--- src/rtl/tmo_scan_pkg.sv ---
package tmo_scan_pkg;

    localparam int WORD_W = 16;

    typedef logic [WORD_W-1:0] word_t;

    typedef enum logic [2:0] {
        ST_IDLE,
        ST_READ,
        ST_EVAL,
        ST_WRITE,
        ST_DONE
    } scan_state_e;

    // Pointer pair carried through the walk
    typedef struct packed {
        word_t addr;
        word_t left;
    } scan_ptr_t;

    function automatic word_t bump(input word_t w);
        return w + word_t'(1);
    endfunction

    function automatic word_t advance(input word_t a, input int unsigned stride);
        return a + word_t'(stride);
    endfunction

endpackage

--- src/rtl/tmo_scan_fsm.sv ---
module tmo_scan_fsm
    import tmo_scan_pkg::*;
(
    input  logic        clk,
    input  logic        rst,
    input  logic        start,
    input  logic        count_is_zero,
    input  logic        mem_rdy,
    input  logic        inc_zero,
    input  logic        inc_one,
    input  logic        last_entry,
    output scan_state_e state,
    output logic        load,
    output logic        capture,
    output logic        step,
    output logic        expire
);

    scan_state_e nxt;

    always_comb begin
        nxt     = state;
        load    = 1'b0;
        capture = 1'b0;
        step    = 1'b0;
        expire  = 1'b0;
        case (state)
            ST_IDLE: begin
                if (start) begin
                    load = 1'b1;
                    nxt  = count_is_zero ? ST_DONE : ST_READ;
                end
            end
            ST_READ: begin
                if (mem_rdy) begin
                    capture = 1'b1;
                    nxt     = ST_EVAL;
                end
            end
            ST_EVAL: begin
                if (inc_zero) begin
                    expire = 1'b1;
                    nxt    = ST_DONE;
                end else if (inc_one) begin
                    step = 1'b1;
                    nxt  = last_entry ? ST_DONE : ST_READ;
                end else begin
                    nxt = ST_WRITE;
                end
            end
            ST_WRITE: begin
                if (mem_rdy) begin
                    step = 1'b1;
                    nxt  = last_entry ? ST_DONE : ST_READ;
                end
            end
            ST_DONE: nxt = ST_IDLE;
            default: nxt = ST_IDLE;
        endcase
    end

    always_ff @(posedge clk) begin
        if (rst) state <= ST_IDLE;
        else     state <= nxt;
    end

    // an expiry never also advances the pointer
    assert_expiry_no_step_R5: assert property (@(posedge clk) disable iff (rst)
        expire |-> !step);

    // the cycle after reset finds the engine idle
    assert_reset_idle_R1: assert property (@(posedge clk) disable iff (rst)
        $past(rst) |-> (state == ST_IDLE));

endmodule

--- src/rtl/tmo_scan_dp.sv ---
module tmo_scan_dp
    import tmo_scan_pkg::*;
#(
    parameter int unsigned STRIDE = 15
) (
    input  logic  clk,
    input  logic  rst,
    input  logic  load,
    input  logic  capture,
    input  logic  step,
    input  logic  expire,
    input  word_t start_addr,
    input  word_t entry_count,
    input  word_t mem_rdata,
    output word_t cur_addr,
    output word_t cur_left,
    output word_t inc_val,
    output logic  expired,
    output logic  inc_zero,
    output logic  inc_one,
    output logic  last_entry
);

    scan_ptr_t ptr;

    always_ff @(posedge clk) begin
        if (rst) begin
            ptr     <= '0;
            inc_val <= '0;
            expired <= 1'b0;
        end else begin
            if (load) begin
                ptr.addr <= start_addr;
                ptr.left <= entry_count;
                expired  <= 1'b0;
            end else if (step) begin
                ptr.addr <= advance(ptr.addr, STRIDE);
                ptr.left <= ptr.left - word_t'(1);
            end
            if (capture) inc_val <= bump(mem_rdata);
            if (expire)  expired <= 1'b1;
        end
    end

    assign cur_addr   = ptr.addr;
    assign cur_left   = ptr.left;
    assign inc_zero   = (inc_val == '0);
    assign inc_one    = (inc_val == word_t'(1));
    assign last_entry = (ptr.left == word_t'(1));

    // the remaining count never steps below zero
    assert_no_underflow_R6: assert property (@(posedge clk) disable iff (rst)
        step |-> (ptr.left != '0));

endmodule

--- src/rtl/tmo_scan_engine.sv ---
module tmo_scan_engine
    import tmo_scan_pkg::*;
#(
    parameter int unsigned STRIDE = 15
) (
    input  logic              clk,
    input  logic              rst,
    input  logic              start,
    input  logic [WORD_W-1:0] start_addr,
    input  logic [WORD_W-1:0] entry_count,
    output logic              busy,
    output logic              done,
    output logic              timed_out,
    output logic [WORD_W-1:0] addr_out,
    output logic [WORD_W-1:0] count_out,
    output logic              mem_rd,
    output logic              mem_wr,
    output logic [WORD_W-1:0] mem_addr,
    output logic [WORD_W-1:0] mem_wdata,
    input  logic [WORD_W-1:0] mem_rdata,
    input  logic              mem_rdy
);

    scan_state_e state;
    logic  load, capture, step, expire;
    logic  inc_zero, inc_one, last_entry, expired;
    word_t cur_addr, cur_left, inc_val;

    tmo_scan_fsm u_fsm (
        .clk           (clk),
        .rst           (rst),
        .start         (start),
        .count_is_zero (entry_count == '0),
        .mem_rdy       (mem_rdy),
        .inc_zero      (inc_zero),
        .inc_one       (inc_one),
        .last_entry    (last_entry),
        .state         (state),
        .load          (load),
        .capture       (capture),
        .step          (step),
        .expire        (expire)
    );

    tmo_scan_dp #(.STRIDE(STRIDE)) u_dp (
        .clk         (clk),
        .rst         (rst),
        .load        (load),
        .capture     (capture),
        .step        (step),
        .expire      (expire),
        .start_addr  (start_addr),
        .entry_count (entry_count),
        .mem_rdata   (mem_rdata),
        .cur_addr    (cur_addr),
        .cur_left    (cur_left),
        .inc_val     (inc_val),
        .expired     (expired),
        .inc_zero    (inc_zero),
        .inc_one     (inc_one),
        .last_entry  (last_entry)
    );

    assign busy      = (state == ST_READ) || (state == ST_EVAL) || (state == ST_WRITE);
    assign done      = (state == ST_DONE);
    assign timed_out = expired;
    assign addr_out  = cur_addr;
    assign count_out = cur_left;
    assign mem_rd    = (state == ST_READ);
    assign mem_wr    = (state == ST_WRITE);
    assign mem_addr  = cur_addr;
    assign mem_wdata = inc_val;

    // never two accesses at once
    assert_single_access_R9: assert property (@(posedge clk) disable iff (rst)
        !(mem_rd && mem_wr));

    // a read stalls with its address held until ready
    assert_read_hold_R2: assert property (@(posedge clk) disable iff (rst)
        (mem_rd && !mem_rdy) |=> (mem_rd && $stable(mem_addr)));

    // idle (0 -> 1) and expired (-> 0) values are never written
    assert_wb_value_R3: assert property (@(posedge clk) disable iff (rst)
        mem_wr |-> (mem_wdata != '0 && mem_wdata != word_t'(1)));

    // done is a single pulse and busy is low alongside it
    assert_done_pulse_R8: assert property (@(posedge clk) disable iff (rst)
        done |-> (!busy ##1 !done));

    // an idle start with zero entries completes next cycle
    assert_zero_count_R7: assert property (@(posedge clk) disable iff (rst)
        (!busy && !done && start && entry_count == '0) |=> (done && !timed_out));

    // a clean finish leaves nothing remaining
    assert_clean_finish_R6: assert property (@(posedge clk) disable iff (rst)
        (done && !timed_out) |-> (count_out == '0));

endmodule

--- config.mk ---
export PLATFORM = sky130hd
export DESIGN_NAME = tmo_scan_engine
export DESIGN_NICKNAME = d
export VERILOG_FILES = /design/src/rtl/tmo_scan_pkg.sv /design/src/rtl/tmo_scan_fsm.sv /design/src/rtl/tmo_scan_dp.sv /design/src/rtl/tmo_scan_engine.sv
export SDC_FILE = /design/constraint.sdc
export NUM_CORES = 1
export LEC_CHECK = 0
export ABC_AREA = 1
export BUFFER_PORTS_ARGS = -buffer_cell sky130_fd_sc_hd__buf_2
export CAP_MARGIN = 20
export CORE_UTILIZATION = 30
export DETAILED_ROUTE_END_ITERATION = 8
export PLACE_DENSITY = 0.52
export SLEW_MARGIN = 5
export SYNTH_ARGS = -nofsm -noshare
export SYNTH_HDL_FRONTEND = slang
export SYNTH_SLANG_ARGS = --single-unit
export TNS_END_PERCENT = 10
--- constraint.sdc ---
create_clock -name clk -period 2.9 [get_ports clk]
set_input_delay 0.145 -clock clk [delete_from_list [all_inputs] [get_ports clk]]
set_output_delay 0.145 -clock clk [all_outputs]
set_load 0.05 [all_outputs]
==> results.yml <==
outcome:
  status: "finished clean"
timing:
  worst_pin_slew_ns: 0.5953
  slew_viol_final: 0
  hold_viol: 0
  finClkSkew_ns: 0.005887
  layout_min_cycle_time_ns: 2.164
  fin_tns_setup_ns: 0
  hold_ws_ns: 0.05584
  max_slew_margin: 0.6031
  finalCritPeriodShare: 0.7462
  setup_viol: 0
  rsz0062_at_grt: "false"
  fmax_mhz: 462.1
drt:
  wl_per_cell_um: 12.11
  wirelength_um: 11250
  drt_iter0_drc: 213
  drc: 0
  vias_per_cell: 4.551
  final_antenna_net_count: 0
  drt_first_pass_iters: 4
  routed-via-count: 4228
global_route:
  antenna_found_initial: 0
  track_usage: 0.1677
  gr-total-overflow: 0
  grt_pass1_vias: 3820
  grt_max_degree: 50
  grt_pass1_wl_um: 18020
logic_synthesis:
  syn-cell-area_sq_um: 3910
  async_reset_ff_frac: 0
  ys_seq_area_frac: 0.2662
  ys.flop_type: "dfxtp_1"
  synth-edff-count: 0
  synth_cells: 664
  ys_ff_latch: 52
  synth_cell_types: 38
  avgSynthCellArea_sq_um: 5.889
  syn_nets: 720
  yosys_warnings: 0
final_layout:
  area_growth_pct: 17.95
  drive_gt1_frac: 0.2074
  layout_common_cells: "170 x nand2_1, 162 x nor2_1, 120 x buf_2, 60 x inv_1, 52 x dfxtp_1"
  final_common_cell: "nand2_1"
  fin_util: 0.3640
  fin_nets: 812
  diodes: 0
clocking:
  insertion_delay_ns: 0.29
  cts.sink_count: 52
  root_buffer: "clkbuf_16"
  cts_tree: "yes"
  clockBufferDepth: 2
  post_cts_buffers: 0
  clk_pin_slew_ns: 0.07
  cts_made_buffers: 5
  cts-hold-fix-buffers: 0
  ctsResizeCount: 0
  htree_levels: 2
power_and_ir_drop:
  seqPwrFrac: 0.247
  power.leakage_nw: 2.359
  clkPwrFrac: 0.118
  ir_drop_uv: 433.9
  power_mw: 5.140
  p_per_area_nw_per_um2: 1115
  pwr-share-comb: 0.635
  internal_power_mw: 2.117
  swShare: 0.5882
  p_switching_mw: 3.023
critical_path:
  cp.arrival_ns: 2.39
  endpoint_kind: "flip-flop"
  critPathLaunchType: "flip-flop"
  required_ns: 3.13
  critPathMaxFanout: 49
  path_class: "flip-flop to flip-flop"
floorplanning:
  start_util: 0.3086
  coreArea_sq_um: 12670
  io_pins: 121
  die_h_um: 116.2
  num_rows: 41
  die_area_sq_um: 13490
  die-width_um: 116.2
place:
  dp_hpwl_um: 8606
  place_congestion: 0.8453
  port_buffers: 120
worst_hold_path:
  hold_class: "input port to flip-flop"
job:
  cap_viol_max_count: 0
## Yosys cell counts, types with 2 or more instances
cell type / n / share of area
nand3_1: 34 / 0.044
nand2_1: 170 / 0.16
buf_2: 7 / 0.0090
nand2_4: 2 / 0.0058
xnor2_1: 5 / 0.011
clkbuf_1: 4 / 0.0038
inv_2: 4 / 0.0038
nor2_1: 162 / 0.16
nand4_1: 9 / 0.014
nor3_1: 9 / 0.012
nor2_2: 2 / 0.0032
nand2_2: 6 / 0.0096
o21bai_1: 4 / 0.0077
inv_1: 60 / 0.058
xor2_1: 6 / 0.013
nor2_4: 3 / 0.0086
o21ai_1: 11 / 0.014
nand3b_1: 3 / 0.0058
ha_1: 4 / 0.013
buf_6: 2 / 0.0058
buf_12: 2 / 0.010
a21oi_1: 24 / 0.031
nand3_2: 6 / 0.015
buf_4: 21 / 0.040
o21ai_0: 40 / 0.051
dfxtp_1: 52 / 0.27
## path summary, 6_finish.rpt
path                        from               end  slack, ns  cells past startpoint
setup reg to reg  u_fsm.state[0]  u_dp.cur_left[0]       0.74                      8
hold reg to reg     u_dp.expired      u_dp.expired       0.51                      2
setup / recovery  u_fsm.state[0]  u_dp.cur_left[0]       0.74                      8
hold / removal      mem_rdata[0]   u_dp.inc_val[0]       0.06                      2
## state kept, by name (all words and copies together) (netlist names)
register       cells
u_dp.cur_addr     16
u_dp.inc_val      16
u_fsm.state        3
u_dp.expired       1
u_dp.cur_left     16
## logic make-up after synthesis
family,synth area share
flip-flops,0.2662
AO/OA/AOI/OAI,0.1130
XOR/XNOR,0.02464
AND/OR/NAND/NOR,0.4502
buffers and inverters,0.1331
adder cells (fa/ha/maj),0.01280
## layer usage
layer,vias up,global-route usage,part of all wire
li1,2256,-,-
met1,1864,0.2207,0.48
met2,102,0.2893,0.47
met3,6,0.02647,0.045
met4,0,0.03504,0.0087
met5,-,0,0
## through the flow
step,cells,setup WS (ns),cell area (sq um)
global route,929,0.5250,4612
floorplan,664,1.075,3910
global placement,921,0.7925,4467
detailed placement,921,0.7198,4467
CTS,929,0.7020,4612
finish,929,0.7362,4612
## power groups by stage
stage,Clock [mW],Sequential [mW],Combinational [mW]
floorplan,0,1.95,2.06
global placement,0,1.28,3.27
detailed placement,0,1.29,3.28
CTS,0.622,1.28,3.29
global route,0.643,1.32,3.63
finish,0.605,1.27,3.26
## worst max-delay path, stage by stage, from the launching register on
cell     delay, ns
dfxtp_1       0.50
nor2_2        0.09
nand2_2       0.10
nor2_4        0.05
inv_4         0.21
nand3_4       0.51
inv_2         0.44
nor2_1        0.07
nor2_1        0.11
## cell type report
class                      count  area, sq um
timing repair buffer         122        615.6
fill                        1469         8059
sequential                    52         1041
clock inverter                 2        16.27
tap                          172        215.2
inverter                      65        246.5
clock buffer                   6        128.9
multi-input combinational    510         2349
(Power assumes the default switching activity.)
